### config.mk
export PLATFORM = sky130hd
export DESIGN_NAME = hdr_ecc_corrector
export DESIGN_NICKNAME = d
export VERILOG_FILES = /design/src/rtl/hdr_ecc_pkg.sv /design/src/rtl/hdr_ecc_parity.sv /design/src/rtl/hdr_ecc_syndrome_decode.sv /design/src/rtl/hdr_ecc_corrector.sv
export SDC_FILE = /design/constraint.sdc
export NUM_CORES = 1
export LEC_CHECK = 0
export ABC_AREA = 1
export ABC_CLOCK_PERIOD_IN_PS = 2600
export BUFFER_PORTS_ARGS = -buffer_cell sky130_fd_sc_hd__buf_2
export CAP_MARGIN = 20
export CORE_MARGIN = 1.5
export CORE_UTILIZATION = 50
export CTS_BUF_LIST = sky130_fd_sc_hd__clkbuf_8
export CTS_CLUSTER_DIAMETER = 40
export DETAILED_ROUTE_END_ITERATION = 8
export GPL_TIMING_DRIVEN = 0
export HOLD_SLACK_MARGIN = 0.06
export PLACE_DENSITY = 0.89
export SETUP_SLACK_MARGIN = 0.05
export SYNTH_ARGS = -nofsm -noshare
export SYNTH_HDL_FRONTEND = slang
export SYNTH_SLANG_ARGS = --single-unit
### constraint.sdc
create_clock -name clk -period 2.6 [get_ports clk]
set_input_delay 0.65 -clock clk [delete_from_list [all_inputs] [get_ports clk]]
set_output_delay 0.65 -clock clk [all_outputs]
set_load 0.05 [all_outputs]
### src/rtl/hdr_ecc_pkg.sv
// Package: shared widths, column-code generator, parity function and the
// syndrome class type for the header ECC block.
// Assumes a 24-bit header protected by 6 parity bits in an 8-bit byte.
package hdr_ecc_pkg;

    localparam int DI_W  = 8;
    localparam int WC_W  = 16;
    localparam int HDR_W = DI_W + WC_W;
    localparam int PAR_W = 6;
    localparam int ECC_W = 8;

    // Header layout: word count above the data identifier.
    typedef struct packed {
        logic [WC_W-1:0] wc;
        logic [DI_W-1:0] di;
    } hdr_t;

    typedef enum logic [1:0] {
        CLS_OK       = 2'd0,
        CLS_FIX_DATA = 2'd1,
        CLS_FIX_ECC  = 2'd2,
        CLS_BAD      = 2'd3
    } syn_class_e;

    // Column code of header bit idx: weight-3 codes in ascending order,
    // followed by weight-5 codes in ascending order.
    function automatic logic [PAR_W-1:0] col_code(input int idx);
        logic [PAR_W-1:0] res;
        int               n;
        int               w;
        res = '0;
        n   = 0;
        for (int pass = 0; pass < 2; pass++) begin
            w = (pass == 0) ? 3 : 5;
            for (int c = 1; c < (1 << PAR_W); c++) begin
                if ($countones(c[PAR_W-1:0]) == w) begin
                    if (n == idx) begin
                        res = c[PAR_W-1:0];
                    end
                    n++;
                end
            end
        end
        return res;
    endfunction

    // Mask of header bits feeding parity bit j.
    function automatic logic [HDR_W-1:0] par_mask(input int j);
        logic [HDR_W-1:0] m;
        logic [PAR_W-1:0] code;
        m = '0;
        for (int i = 0; i < HDR_W; i++) begin
            code = col_code(i);
            m[i] = code[j];
        end
        return m;
    endfunction

endpackage

### src/rtl/hdr_ecc_parity.sv
// Module: hdr_ecc_parity
// Purely combinational parity generator: each parity bit is the XOR of the
// header bits selected by its constant column mask.
// Assumes the column codes of hdr_ecc_pkg; no state, no clock.
module hdr_ecc_parity
    import hdr_ecc_pkg::*;
(
    input  logic [HDR_W-1:0] data_i,
    output logic [PAR_W-1:0] par_o
);

    genvar j;
    generate
        for (j = 0; j < PAR_W; j++) begin : g_par
            localparam logic [HDR_W-1:0] MASK = par_mask(j);
            // XOR-reduce the selected header bits for parity bit j
            always_comb begin
                par_o[j] = ^(data_i & MASK);
            end
        end
    endgenerate

endmodule

### src/rtl/hdr_ecc_syndrome_decode.sv
// Module: hdr_ecc_syndrome_decode
// Combinational syndrome decoder. Compares the syndrome with every header
// column code to build a one-hot flip mask, then classifies the syndrome
// as clean, header-bit error, parity-bit error or uncorrectable.
// Assumes all header column codes are distinct and of weight 3 or 5, so a
// weight-1 syndrome never matches a header column.
module hdr_ecc_syndrome_decode
    import hdr_ecc_pkg::*;
(
    input  logic [PAR_W-1:0] syn_i,
    output logic [HDR_W-1:0] flip_o,
    output syn_class_e       cls_o
);

    genvar i;
    generate
        for (i = 0; i < HDR_W; i++) begin : g_col
            localparam logic [PAR_W-1:0] CODE = col_code(i);
            // Mark header bit i when the syndrome points at its column
            always_comb begin
                flip_o[i] = (syn_i == CODE);
            end
        end
    endgenerate

    logic hit_data;
    logic hit_ecc;

    // Detect which kind of single error, if any, the syndrome names
    always_comb begin
        hit_data = |flip_o;
        hit_ecc  = (syn_i != '0) && ((syn_i & (syn_i - 1'b1)) == '0);
    end

    // Classify the syndrome into one of four outcomes
    always_comb begin
        if (syn_i == '0) begin
            cls_o = CLS_OK;
        end else if (hit_data) begin
            cls_o = CLS_FIX_DATA;
        end else if (hit_ecc) begin
            cls_o = CLS_FIX_ECC;
        end else begin
            cls_o = CLS_BAD;
        end
    end

endmodule

### src/rtl/hdr_ecc_corrector.sv
// Module: hdr_ecc_corrector (top)
// Transmit path: registers the ECC byte generated from a header.
// Receive path: recomputes parity, forms the syndrome, corrects a single
// header-bit error, and registers the header with one of three flags.
// Assumes inputs are sampled only when their valid is high; one-cycle
// latency on both paths; synchronous active-low reset.
module hdr_ecc_corrector
    import hdr_ecc_pkg::*;
(
    input  logic             clk,
    input  logic             rst_n,
    input  logic             tx_valid_i,
    input  logic [DI_W-1:0]  tx_di_i,
    input  logic [WC_W-1:0]  tx_wc_i,
    output logic             tx_valid_o,
    output logic [ECC_W-1:0] tx_ecc_o,
    input  logic             rx_valid_i,
    input  logic [DI_W-1:0]  rx_di_i,
    input  logic [WC_W-1:0]  rx_wc_i,
    input  logic [ECC_W-1:0] rx_ecc_i,
    output logic             rx_valid_o,
    output logic [DI_W-1:0]  rx_di_o,
    output logic [WC_W-1:0]  rx_wc_o,
    output logic             rx_ok_o,
    output logic             rx_fixed_o,
    output logic             rx_bad_o
);

    localparam int PAD_W = ECC_W - PAR_W;

    hdr_t             tx_hdr;
    hdr_t             rx_hdr;
    hdr_t             rx_fix;
    logic [PAR_W-1:0] tx_par;
    logic [PAR_W-1:0] rx_par;
    logic [PAR_W-1:0] rx_syn;
    logic [HDR_W-1:0] rx_flip;
    syn_class_e       rx_cls;
    logic             ecc_hi_unused;

    // Pack the identifier and word count into the fixed header order
    always_comb begin
        tx_hdr.di = tx_di_i;
        tx_hdr.wc = tx_wc_i;
        rx_hdr.di = rx_di_i;
        rx_hdr.wc = rx_wc_i;
    end

    // Received ECC bits above the parity field do not take part
    assign ecc_hi_unused = ^rx_ecc_i[ECC_W-1:PAR_W];

    hdr_ecc_parity u_tx_par (
        .data_i (tx_hdr),
        .par_o  (tx_par)
    );

    hdr_ecc_parity u_rx_par (
        .data_i (rx_hdr),
        .par_o  (rx_par)
    );

    // Syndrome: recomputed parity against received parity bits
    always_comb begin
        rx_syn = rx_par ^ rx_ecc_i[PAR_W-1:0];
    end

    hdr_ecc_syndrome_decode u_dec (
        .syn_i  (rx_syn),
        .flip_o (rx_flip),
        .cls_o  (rx_cls)
    );

    // Apply the flip mask only for a header-bit error
    always_comb begin
        rx_fix = (rx_cls == CLS_FIX_DATA) ? hdr_t'(rx_hdr ^ rx_flip) : rx_hdr;
    end

    // Transmit result register
    always_ff @(posedge clk) begin
        if (!rst_n) begin
            tx_valid_o <= 1'b0;
            tx_ecc_o   <= '0;
        end else begin
            tx_valid_o <= tx_valid_i;
            if (tx_valid_i) begin
                tx_ecc_o <= {{PAD_W{1'b0}}, tx_par};
            end
        end
    end

    // Receive result register with flags qualified by valid
    always_ff @(posedge clk) begin
        if (!rst_n) begin
            rx_valid_o <= 1'b0;
            rx_di_o    <= '0;
            rx_wc_o    <= '0;
            rx_ok_o    <= 1'b0;
            rx_fixed_o <= 1'b0;
            rx_bad_o   <= 1'b0;
        end else begin
            rx_valid_o <= rx_valid_i;
            rx_ok_o    <= rx_valid_i && (rx_cls == CLS_OK);
            rx_fixed_o <= rx_valid_i && ((rx_cls == CLS_FIX_DATA) || (rx_cls == CLS_FIX_ECC));
            rx_bad_o   <= rx_valid_i && (rx_cls == CLS_BAD);
            if (rx_valid_i) begin
                rx_di_o <= rx_fix.di;
                rx_wc_o <= rx_fix.wc;
            end
        end
    end

    // ---------------- assertions ----------------
    p_tx_latency_r9: assert property (@(posedge clk) disable iff (!rst_n)
        tx_valid_i |=> tx_valid_o);

    p_rx_latency_r9: assert property (@(posedge clk) disable iff (!rst_n)
        rx_valid_i |=> rx_valid_o);

    p_idle_quiet_r9: assert property (@(posedge clk) disable iff (!rst_n)
        !rx_valid_o |-> !(rx_ok_o || rx_fixed_o || rx_bad_o));

    p_one_flag_r9: assert property (@(posedge clk) disable iff (!rst_n)
        rx_valid_o |-> ($countones({rx_ok_o, rx_fixed_o, rx_bad_o}) == 1));

    p_ok_unchanged_r4: assert property (@(posedge clk) disable iff (!rst_n)
        rx_valid_i && (rx_syn == '0) |=> ({rx_wc_o, rx_di_o} == $past({rx_wc_i, rx_di_i})) && rx_ok_o);

    p_bad_unchanged_r7: assert property (@(posedge clk) disable iff (!rst_n)
        rx_bad_o |-> ({rx_wc_o, rx_di_o} == $past({rx_wc_i, rx_di_i})));

    p_fix_one_bit_r5: assert property (@(posedge clk) disable iff (!rst_n)
        rx_fixed_o |-> ($countones({rx_wc_o, rx_di_o} ^ $past({rx_wc_i, rx_di_i})) <= 1));

    p_tx_pad_zero_r2: assert property (@(posedge clk) disable iff (!rst_n)
        tx_valid_o |-> (tx_ecc_o[ECC_W-1:PAR_W] == '0));

endmodule

==> results.toml <==
[outcome]
status = "finished with violations"
violations = "negative setup slack"

[cts]
root_buffer = "clkbuf_8"
tritoncts = "done"
cts.path.max_buffers = 2
cts_buffers = 5
worstSkewPairLatency_ps = 300
clkTransAtPathRegs_ps = 70
clock_sinks = 35
ctsHoldBuffers = 0
cts_max_level = 2

[finish]
regArea_um2 = 700.7
drive_gt1_share_pct = 42.32
fillers = 567
fin_nets = 802
design_area_mm2 = 0.005221
syn_to_final_growth_pct = 40.51
multi_input_area_mm2 = 0.003153
final_util_pct = 72.37
stdcell_count = 841
antenna_cells = 0

[synthesis]
synth_simple_gate_area_share_pct = 43.87
synth_top_flop_cell = "dfxtp_1"
async_reset_ff_share_pct = 0
synth_top_family_by_area = "simple AND/OR/NAND/NOR gates"
synth_top_area_share_pct = 21.82
ys_seq_elements = 35
synth_top_area_cell = "nand2_1"
synth_adder_area_share_pct = 0.3367
yosysWarnings = 0
synth_xor_area_share_pct = 20.51
ys_top_cells_by_area = "nand2_1 (22%), dfxtp_1 (19%), xor2_1 (12%), xnor2_1 (9.0%), nor2_1 (6.6%)"
synth_mux_area_share_pct = 0
syn_inst = 624
yosysSeqAreaShare_pct = 18.86
synth_compound_area_share_pct = 5.859
synth_edf_count = 0
syn-mean-instance-area_um2 = 5.955
synthesis.area_mm2 = 0.003716
yosysUniqueCellTypes = 31

[routing]
drc = 0
drtIter0Drc = 304
vias_per_cell = 5.367
dr.pass1.iters = 6
postRouteAntennaNets = 0
dr_total_vias = 4514
wl_per_cell_um = 14.88
routed_wl_um = 12510

[die]
start_util_pct = 51.51
die_w_um = 89.21
dieHeight_um = 89.21
core_area_mm2 = 0.007214
io_pins = 97
num_rows = 31
dieArea_mm2 = 0.007958

[sta]
setup-violations-final = 1
tightest_slew_ps = 509.1
whs_ps = 481.9
period_minus_slack_ps = 2640
hold_violations = 0
final.setup_skew_ps = 0
fmax_mhz = 378.8
slew_violations = 0
min_period_over_period_pct = 101.5
worst_slack_ps = -39.81
relSlewSlack_pct = 66.06

[worst_setup_path]
reg2reg_to = "rx_di_o[3]"
rr_startpoint = "rx_di_o[3]"
path_buf_inv = 3
rr_worst_depth = 4
crit_slowest_cell = "ha_1"
crit_start = "rx_di_i[0]"
path_cells = "buf_4 > inv_4 > nand2_4 > nand2_4 > nand2_1 > nand2_2 > nand2_1 > nand3_2 > nand2_4 > nand2_4 > nand2_8 > nand2_4 > nor2_4 > nand2_2 > nand2_1 > nor2_1 > nand2_1 > nor2_1 > nand2_1 > nor2_2 > ha_1 > inv_1 > nor2_1"
cp_max_fo = 5
cp-start-kind = "primary input"
crit_type = "in -> reg"
cp.required_ps = 2800
reg2reg_setup_slack_ps = 1820
critPathCaptureType = "flop"
worstPathArrival_ps = 2840
cp_top_family = "simple AND/OR/NAND/NOR gates"
cpPeakStageDelay_ps = 220

[pwr]
irDropWorstVdd_v = 0.0003741
power_density_mw_per_mm2 = 521.4
power_leakage_nw = 2.829

[hold_path]
worstHoldPathType = "reg -> reg"
hold_start = "rx_di_o[1]"
whs_path_depth = 2
holdPathEnd = "rx_di_o[1]"

[grt]
antenna_found_initial = 0
grt_pass1_vias = 3602
grt_remaining_overflow = 0
grt.total_usage_pct = 24.15
grt_pass1_wl_um = 15210
grt_start_max_net_pins = 12

[placement]
dp_hpwl_um = 8078
placed_cells = 814
gp_congestion = 0.9351
place_area_mm2 = 0.004294
io_buffers = 90

[flow_run]
cap_violations = 0
worst max path at each step:
stage,endpoint,slack [ps],cells after the start
finish,rx_fixed_o,-40,23
global route,rx_fixed_o,-110,23
CTS,rx_fixed_o,50,23
detailed placement,rx_fixed_o,-310,23
global placement,rx_fixed_o,-250,22
floorplan,rx_fixed_o,130,23
worst min-delay path, stage by stage, from the launching register on:
cell and delay (ps):
dfxtp_1 330, o211ai_1 80, inv_1 50
placed cells by master, fill, tap and decap left out, drive strengths merged:
cell      synthesis  layout
o21ai            30      30
nand3b            2       2
o221ai            1       1
nand2           243     243
nand4             2       2
xor2             49      49
o211ai            3       3
buf               5     111
clkbuf            6      16
nand3            40      40
inv              88      88
dfxtp            35      35
clkinvlp          0       1
xnor2            38      38
a211oi            1       1
nor2             74      74
ha                1       1
a21oi             5       5
conb              1       2
kinds of logic (layout without fill, tap and decap cells):
logic type / Yosys count / count (layout)
AO/OA/AOI/OAI: 40 / 40
XOR/XNOR: 87 / 87
adder cells (fa/ha/maj): 1 / 1
buffers and inverters: 99 / 216
flip-flops: 35 / 35
other: 1 / 2
AND/OR/NAND/NOR: 361 / 361
flip-flops by register name, summed over array words and instances, names as in the netlist:
name,flops
tx_valid_o,1
rx_di_o,8
rx_wc_o,16
tx_ecc_o,6
rx_bad_o,1
rx_ok_o,1
rx_fixed_o,1
rx_valid_o,1
metal layers:
layer	GRT usage [%]	part of all wire (%)	up-vias
met5	0	0	-
met4	9.790	5.4	0
met3	3.601	6.4	79
met2	43.81	50	249
met1	28.32	38	2062
li1	-	-	2124
layout make-up:
class                   instances  area share, %
well taps                      99          2.372
inverters                      88          7.764
flip-flops and latches         35          13.42
clock inverters                 1         0.1438
repair buffers                109          12.99
clock buffers                   7          1.845
multi-input cells             491          60.39
plain buffers                  11          1.078
cells in the mapped netlist (3+ instances only):
| cell | number |
|---|---|
| nand2_1 | 216 |
| nor2_1 | 65 |
| inv_1 | 60 |
| xor2_1 | 49 |
| xnor2_1 | 38 |
| dfxtp_1 | 35 |
| nand3_1 | 33 |
| inv_2 | 27 |
| o21ai_1 | 23 |
| nand2_2 | 19 |
| o21ai_0 | 7 |
| clkbuf_1 | 6 |
| nand2_4 | 6 |
| nor2_2 | 6 |
| nand3_2 | 5 |
| a21oi_1 | 4 |
| nor2_4 | 3 |
| o211ai_1 | 3 |
metrics by stage:
step	setup WS (ps)	power, mW	TNS (ps)
after detailed placement	-310.3	1.942	-518.2
after global routing	-108.8	2.847	-110.8
final	-39.81	2.722	-39.81
after floorplan	129.4	1.649	0
after global placement	-245.8	1.902	-393.7
after CTS	50.26	2.394	0
timing repair:
item	CTS	global route
setup buffers	0	19
resized for setup	4	223
gates cloned	0	0
endpoints found under the setup margin	1	2
pin swaps	0	73
power by group:
part	switching (mW)	internal (mW)
logic	1.11	0.534
registers	0.0302	0.597
clock network	0.210	0.241
total	1.35	1.37
Note: power is estimated with default switching activity, not from simulation.
